===== config.mk =====
export PLATFORM = sky130hd
export DESIGN_NAME = branch_resolve_unit
export DESIGN_NICKNAME = d
export VERILOG_FILES = /design/src/rtl/bru_pkg.sv /design/src/rtl/bru_cond_eval.sv /design/src/rtl/bru_target_calc.sv /design/src/rtl/branch_resolve_unit.sv
export SDC_FILE = /design/constraint.sdc
export NUM_CORES = 1
export LEC_CHECK = 0
export BUFFER_PORTS_ARGS = -buffer_cell sky130_fd_sc_hd__buf_2
export CORE_ASPECT_RATIO = 1.4
export CORE_MARGIN = 4
export CORE_UTILIZATION = 61
export CTS_CLUSTER_SIZE = 14
export DETAILED_ROUTE_END_ITERATION = 10
export GPL_ROUTABILITY_DRIVEN = 0
export PLACE_DENSITY = 0.94
export SETUP_SLACK_MARGIN = 0.4
export SYNTH_ARGS = -nofsm -noshare
export SYNTH_HDL_FRONTEND = slang
export SYNTH_SLANG_ARGS = --single-unit
export TNS_END_PERCENT = 10

===== constraint.sdc =====
create_clock -name clk_i -period 0.8 [get_ports clk_i]
set_input_delay 0.12 -clock clk_i [delete_from_list [all_inputs] [get_ports clk_i]]
set_output_delay 0.12 -clock clk_i [all_outputs]
set_load 0.01 [all_outputs]

===== src/rtl/bru_pkg.sv =====
`timescale 1ns/1ps
package bru_pkg;

    typedef enum logic [2:0] {
        BK_COND     = 3'd0,
        BK_JUMP     = 3'd1,
        BK_CALL_HI  = 3'd2,
        BK_CALL_LO  = 3'd3,
        BK_INDIRECT = 3'd4
    } br_kind_e;

    // Bit positions inside the flags vector
    localparam int FLAG_N = 3;
    localparam int FLAG_Z = 2;
    localparam int FLAG_C = 1;
    localparam int FLAG_V = 0;

    localparam int COND_W = 4;
    localparam int FLAG_W = 4;

endpackage


===== src/rtl/bru_cond_eval.sv =====
`timescale 1ns/1ps
module bru_cond_eval
    import bru_pkg::*;
(
    input  logic [COND_W-1:0] code_i,
    input  logic [FLAG_W-1:0] flags_i,
    output logic              hit_o,
    output logic              legal_o
);

    logic n, z, c, v;
    logic sgn_eq;

    assign n      = flags_i[FLAG_N];
    assign z      = flags_i[FLAG_Z];
    assign c      = flags_i[FLAG_C];
    assign v      = flags_i[FLAG_V];
    assign sgn_eq = (n == v);

    always_comb begin
        legal_o = 1'b1;
        hit_o   = 1'b0;
        case (code_i)
            4'h0: hit_o = z;
            4'h1: hit_o = !z;
            4'h2: hit_o = c;
            4'h3: hit_o = !c;
            4'h4: hit_o = n;
            4'h5: hit_o = !n;
            4'h6: hit_o = v;
            4'h7: hit_o = !v;
            4'h8: hit_o = c && !z;
            4'h9: hit_o = !c || z;
            4'hA: hit_o = sgn_eq;
            4'hB: hit_o = !sgn_eq;
            4'hC: hit_o = !z && sgn_eq;
            4'hD: hit_o = z || !sgn_eq;
            default: begin
                hit_o   = 1'b0;
                legal_o = 1'b0;
            end
        endcase
    end

endmodule


===== src/rtl/bru_target_calc.sv =====
`timescale 1ns/1ps
module bru_target_calc #(
    parameter int XLEN    = 32,
    parameter int LONG_W  = 11,
    parameter int SHORT_W = 8
) (
    input  logic [XLEN-1:0]   pc_i,
    input  logic [LONG_W-1:0] offset_i,
    input  logic [XLEN-1:0]   lr_i,
    output logic [XLEN-1:0]   short_tgt_o,
    output logic [XLEN-1:0]   jump_tgt_o,
    output logic [XLEN-1:0]   hi_link_o,
    output logic [XLEN-1:0]   lo_tgt_o,
    output logic [XLEN-1:0]   ret_link_o
);

    localparam int SPAD     = XLEN - SHORT_W;
    localparam int LPAD     = XLEN - LONG_W;
    localparam int HI_SHIFT = LONG_W + 1;

    logic [XLEN-1:0] pc_ahead;
    logic [XLEN-1:0] short_sx;
    logic [XLEN-1:0] long_sx;
    logic [XLEN-1:0] long_zx;

    assign pc_ahead = pc_i + XLEN'(4);
    assign short_sx = {{SPAD{offset_i[SHORT_W-1]}}, offset_i[SHORT_W-1:0]};
    assign long_sx  = {{LPAD{offset_i[LONG_W-1]}}, offset_i};
    assign long_zx  = {{LPAD{1'b0}}, offset_i};

    assign short_tgt_o = pc_ahead + (short_sx << 1);
    assign jump_tgt_o  = pc_ahead + (long_sx << 1);
    assign hi_link_o   = pc_ahead + (long_sx << HI_SHIFT);
    assign lo_tgt_o    = lr_i + (long_zx << 1);
    assign ret_link_o  = (pc_i + XLEN'(2)) | XLEN'(1);

endmodule


===== src/rtl/branch_resolve_unit.sv =====
`timescale 1ns/1ps
module branch_resolve_unit
    import bru_pkg::*;
#(
    parameter int XLEN    = 32,
    parameter int LONG_W  = 11,
    parameter int SHORT_W = 8
) (
    input  logic              clk_i,
    input  logic              rst_ni,
    input  logic              in_valid_i,
    input  logic [2:0]        kind_i,
    input  logic [COND_W-1:0] cond_i,
    input  logic [LONG_W-1:0] offset_i,
    input  logic [XLEN-1:0]   pc_i,
    input  logic [XLEN-1:0]   reg_val_i,
    input  logic [XLEN-1:0]   lr_i,
    input  logic [FLAG_W-1:0] flags_i,
    output logic              out_valid_o,
    output logic              taken_o,
    output logic [XLEN-1:0]   target_o,
    output logic              undef_o,
    output logic              lr_we_o,
    output logic [XLEN-1:0]   lr_data_o,
    output logic              state_clr_o
);

    typedef struct packed {
        logic            valid;
        logic            taken;
        logic            undef;
        logic            lr_we;
        logic            state_clr;
        logic [XLEN-1:0] target;
        logic [XLEN-1:0] lr_data;
    } res_t;

    res_t res_d, res_q;

    logic            cond_hit;
    logic            cond_legal;
    logic [XLEN-1:0] short_tgt;
    logic [XLEN-1:0] jump_tgt;
    logic [XLEN-1:0] hi_link;
    logic [XLEN-1:0] lo_tgt;
    logic [XLEN-1:0] ret_link;

    bru_cond_eval u_cond (
        .code_i  (cond_i),
        .flags_i (flags_i),
        .hit_o   (cond_hit),
        .legal_o (cond_legal)
    );

    bru_target_calc #(
        .XLEN    (XLEN),
        .LONG_W  (LONG_W),
        .SHORT_W (SHORT_W)
    ) u_tgt (
        .pc_i        (pc_i),
        .offset_i    (offset_i),
        .lr_i        (lr_i),
        .short_tgt_o (short_tgt),
        .jump_tgt_o  (jump_tgt),
        .hi_link_o   (hi_link),
        .lo_tgt_o    (lo_tgt),
        .ret_link_o  (ret_link)
    );

    always_comb begin
        res_d = '0;
        if (in_valid_i) begin
            res_d.valid = 1'b1;
            case (kind_i)
                BK_COND: begin
                    if (cond_legal) begin
                        res_d.taken  = cond_hit;
                        res_d.target = short_tgt;
                    end else begin
                        res_d.undef  = 1'b1;
                    end
                end
                BK_JUMP: begin
                    res_d.taken  = 1'b1;
                    res_d.target = jump_tgt;
                end
                BK_CALL_HI: begin
                    res_d.lr_we   = 1'b1;
                    res_d.lr_data = hi_link;
                end
                BK_CALL_LO: begin
                    res_d.taken   = 1'b1;
                    res_d.target  = lo_tgt;
                    res_d.lr_we   = 1'b1;
                    res_d.lr_data = ret_link;
                end
                BK_INDIRECT: begin
                    res_d.taken     = 1'b1;
                    res_d.target    = {reg_val_i[XLEN-1:1], 1'b0};
                    res_d.state_clr = !reg_val_i[0];
                end
                default: begin
                    res_d.undef = 1'b1;
                end
            endcase
        end
    end

    always_ff @(posedge clk_i or negedge rst_ni) begin
        if (!rst_ni) begin
            res_q <= '0;
        end else begin
            res_q <= res_d;
        end
    end

    assign out_valid_o = res_q.valid;
    assign taken_o     = res_q.taken;
    assign target_o    = res_q.target;
    assign undef_o     = res_q.undef;
    assign lr_we_o     = res_q.lr_we;
    assign lr_data_o   = res_q.lr_data;
    assign state_clr_o = res_q.state_clr;

endmodule


==> summary.txt, run 1 <==
Synth
  – Post-synth ARST share: 1.00
  – Mapped cell area: 0.00861 mm2
  – Avg Cell Area, Syn: 7.66 um2
  – Post-Syn Instances: 1,124
  – YS warnings: 0
  – Predominant post-synthesis flop cell: dfrtp_1
  – Post-Syn Nets: 1,327
  – Number of distinct library cells after synthesis: 75
  – EDFF count, synth: 0
  – Yosys reg bits: 69
  – Sequential area share after synthesis: 0.201

Clocking
  – PostCTS Resize Cnt: 237
  – CTS buffer count: 9
  – H-tree Lvls: 3
  – Root Buffer Master: clkbuf_16
  – Post-CTS Setup Bufs: 23
  – CTS Sinks: 69
  – Clock Path Buffers: 2

Status
  – Outcome: aborted with a tool error
  – Stopped at: clock tree synthesis (4_1_cts)
  – Error: [ERROR DPL-0038] Utilization greater than 100%, impossible to legalize

Floorplanning
  – Die width: 108 um
  – Top Ports: 190
  – Die height: 149 um
  – FP Rows: 51
  – Initial Util: 0.622

Placed design
  – Buffers on Ports: 189
  – Post-DP Area: 0.0129 mm2
  – Dpl hpwl: 37,900 um
## cell usage after synthesis, drive strengths merged, types with 29 or more instances
cell type / n / share of area
a21oi: 92 / 0.053
xor2: 57 / 0.058
clkbuf: 44 / 0.019
nor2: 102 / 0.044
o21ai: 54 / 0.031
xnor2: 70 / 0.071
nand4: 31 / 0.023
nor3: 30 / 0.019
nand2: 108 / 0.047
inv: 29 / 0.013
ha: 79 / 0.11
dfrtp: 69 / 0.20
nand3: 38 / 0.023
## cell families after synthesis
family | Yosys count | share of synthesized area
flops | 69 | 0.201
fa+ha+maj | 82 | 0.122
xor+xnor | 127 | 0.129
mux | 10 | 0.0132
buf+inv | 84 | 0.0381
simple gates | 404 | 0.230
compound gates | 348 | 0.268
## through the flow
stage | util | cells | hold WS, ns | setup slack [ns] | TNS (ns)
after floorplan | - | 1124 | -0.176 | -2.64 | -103.38
after global placement | 0.929 | 1848 | 0.137 | -2.86 | -120.53
after detailed placement | 0.929 | 1848 | 0.133 | -3.08 | -135.30
==> run 2, diff against run 1 <==
--- a/config.mk
+++ b/config.mk
@@ -6,14 +6,11 @@
 export NUM_CORES = 1
 export LEC_CHECK = 0
 export BUFFER_PORTS_ARGS = -buffer_cell sky130_fd_sc_hd__buf_2
-export CORE_ASPECT_RATIO = 1.4
 export CORE_MARGIN = 4
-export CORE_UTILIZATION = 61
-export CTS_CLUSTER_SIZE = 14
+export CORE_UTILIZATION = 40
 export DETAILED_ROUTE_END_ITERATION = 10
 export GPL_ROUTABILITY_DRIVEN = 0
-export PLACE_DENSITY = 0.94
-export SETUP_SLACK_MARGIN = 0.4
+export PLACE_DENSITY_LB_ADDON = 0.15
 export SYNTH_ARGS = -nofsm -noshare
 export SYNTH_HDL_FRONTEND = slang
 export SYNTH_SLANG_ARGS = --single-unit
==> summary.txt, run 2 <==
Power
  – Power per cell area: 1160 mW/mm2
  – Leak Pwr: 7.25 nW
  – VDD IR max: 1.10 mV

Critical path
  – Buf/Inv on CP: 5
  – Worst path cell trace: buf_8 -> ha_4 -> nand3_4 -> or4_4 -> buf_6 -> nor2_4 -> buf_6 -> xor2_4 -> buf_6 -> ha_1 -> a21o_1 -> a211oi_2 -> a21boi_2 -> buf_4 -> a2bb2oi_1 -> a41oi_1 -> xnor2_1 -> nand2_1 -> a31oi_1
  – Largest stage delay, worst path: 0.52 ns
  – Setup CP Type: input port to flip-flop
  – Crit end category: flip-flop
  – Critical path origin: pc_i[3]
  – CP arrival: 3.63 ns
  – Family with the most delay on the worst path: compound AO/OA/AOI/OAI gates
  – Worst Path Required: 1.07 ns
  – Kind of start point of the critical path: input port
  – Slowest-stage cell, CP: or4_4
  – CP max FO: 3
  – CP most frequent cell: buf_6

Synth
  – Post-Syn Instances: 1,124 (unchanged)
  – Avg Cell Area, Syn: 7.66 um2 (unchanged)
  – Number of distinct library cells after synthesis: 75 (unchanged)
  – EDFF count, synth: 0 (unchanged)
  – YS warnings: 0 (unchanged)
  – Predominant post-synthesis flop cell: dfrtp_1
  – Share of the synthesized area in the top cell type: 0.201 (unchanged)
  – Mapped cell area: 0.00861 mm2 (unchanged)
  – Yosys reg bits: 69 (unchanged)
  – Post-Syn Nets: 1,327 (unchanged)
  – Largest cells by area after synthesis: dfrtp_1 (20%), ha_1 (11%), xnor2_1 (7.1%), xor2_1 (5.8%), a21oi_1 (5.3%)
  – Commonest cells post-synth: nand2_1 (108), nor2_1 (102), a21oi_1 (92)
  – Yosys top cell by area: dfrtp_1
  – Sequential area share after synthesis: 0.201 (unchanged)
  – Top-count cell post-synth: nand2_1
  – Post-synth ARST share: 1.00 (unchanged)

Timing
  – PnR worst setup slack: -2.56 ns
  – Setup violators final: 131
  – Fmax: 0.298 GHz
  – Period Utilization, post-route: 4.20
  – Total negative slack: -110.13 ns
  – Unrepaired setup endpoints after global routing: true
  – Tmin final: 3.36 ns
  – Actual slew at the worst max-slew pin: 0.522 ns
  – Worst relative slew slack: 0.650
  – Hold violation total from the final report: 0
  – Fin. max-slew vios: 0

Global route
  – First-pass GRT wire length: 57,500 um
  – Total gr overflow: 0
  – Via count of the first global-routing pass: 11,352
  – Gr usage total: 0.295
  – Initial antenna violation count: 1
  – Pin count of the biggest net entering global routing: 41

Status
  – Violated checks: setup timing
  – Outcome: finished, violations left

Placed design
  – Buffers on Ports: 189 (unchanged)
  – Dpl hpwl: 27,700 um (-27%)

Min path
  – Hold Crit Start: lr_i[0]
  – Hold Path Class: input port to flip-flop

Floorplanning
  – Die width: 155 um (+43%)
  – FP Rows: 53 (+3.9%)
  – Core ar.: 0.0211 mm2
  – Die height: 155 um (+4.1%)
  – Initial Util: 0.408 (-0.213)
  – Area of the die: 0.0239 mm2
  – Top Ports: 190 (unchanged)

Final layout
  – Ratio of cells with drive above 1 in the final layout: 0.507
  – Fin nets: 1,947
  – Most frequent cells in the layout: buf_4 (435), buf_2 (180), nand2_1 (103), nor2_1 (82), dfrtp_1 (69)
  – Most common cell after layout, fill and taps aside: buf_4
  – Final core utilization: 0.725
  – P&R area growth vs syn: 77.7%

Clocking
  – CTS Sinks: 69 (unchanged)
  – CTS buffer count: 9 (unchanged)
  – Root Buffer Master: clkbuf_16
  – CTS clk-pin slew, worst paths: 0.07 ns
  – TritonCTS clock tree: done
  – Clock Path Buffers: 2 (unchanged)
  – H-tree Lvls: 3 (unchanged)

Routing
  – Avg WL per Cell: 19.1 um
  – DRC errors left: 0
  – ANT nets after route: 0
  – DRT Pass-1 Iters: 6
  – Routed via count: 11,686
  – Drt total wl: 38,600 um
  – Vias per inst: 5.77
  – Initial DRC count: 1,094

Run
  – Max_cap viols: 0
-- run 2: routing by layer --
layer	GRT usage	up-vias	share of wire
met5	0	-	0
met4	0.116	0	0.042
met3	0.0397	130	0.073
met2	0.476	609	0.46
met1	0.401	5521	0.42
li1	-	5426	-
-- run 2: final timing paths --
check	to	cells after the start
worst max-delay path	target_o[24]	19
worst min-delay path	target_o[0]	3
max in group asynchronous	target_o[23]	3
min in group asynchronous	lr_data_o[2]	3
-- run 2: timing repair --
action                     in CTS  in global routing
setup buffers                  23                 10
pin swaps                      96                 46
hold endpoints to repair       71                  0
setup endpoints to repair     136                135
cloned                          0                  0
hold buffers                    3                  0
gates resized for setup       201                104
-- run 2: through the flow --
| step | std cells | hold slack, ns | power [mW] | setup slack (ns) | instance area, um2 |
|---|---|---|---|---|---|
| finish | 2025 | 0.0389 | 17.8 | -2.56 | 15300 |
| floorplan | 1124 | -0.176 | 7.59 | -2.64 | 8730 |
| global route | 2025 | 0.0462 | 18.6 | -2.69 | 15300 |
| global placement | 1975 | 0.138 | 11.6 | -3.08 | 13200 |
| detailed placement | 1975 | 0.129 | 11.7 | -3.06 | 13200 |
| CTS | 2014 | 0.0287 | 16.9 | -2.48 | 14700 |
-- run 2: layout make-up --
| cell class | count | area [um2] |
|---|---|---|
| multi-input cells | 971 | 8010 |
| fillers | 1572 | 5790 |
| repair buffers | 664 | 4800 |
| flip-flops and latches | 69 | 1730 |
| well taps | 275 | 344 |
| clock buffers | 9 | 225 |
| inverters | 29 | 109 |
| clock inverters | 7 | 80.1 |
| diodes | 1 | 2.50 |
-- run 2: kinds of logic (layout without fill, tap and decap cells) --
group	Yosys count	after routing	share of synthesized area
AOI/OAI and AO/OA	348	348	0.268
xor gates and xnor gates	127	127	0.129
adders and majority gates	82	82	0.122
buffers and inverters	84	709	0.0381
DFF	69	69	0.201
muxes	10	10	0.0132
other	0	1	0
and+or+nand+nor	404	404	0.230
-- run 2: worst min-delay path: cells and delay by family --
family | cells | cell delay, ns
AO/OA/AOI/OAI | 1 | 0.07
buffers and inverters | 1 | 0.08
AND/OR/NAND/NOR | 1 | 0.09
-- run 2: where the power goes --
part	internal, mW	total, mW	switching [mW]	leakage [nW]
combinational	4.84	9.80	4.96	6.16
clock	2.46	4.31	1.85	0.143
sequential	3.64	3.68	0.0388	0.943
total	10.9	17.8	6.85	7.25
(Power assumes the default switching activity.)
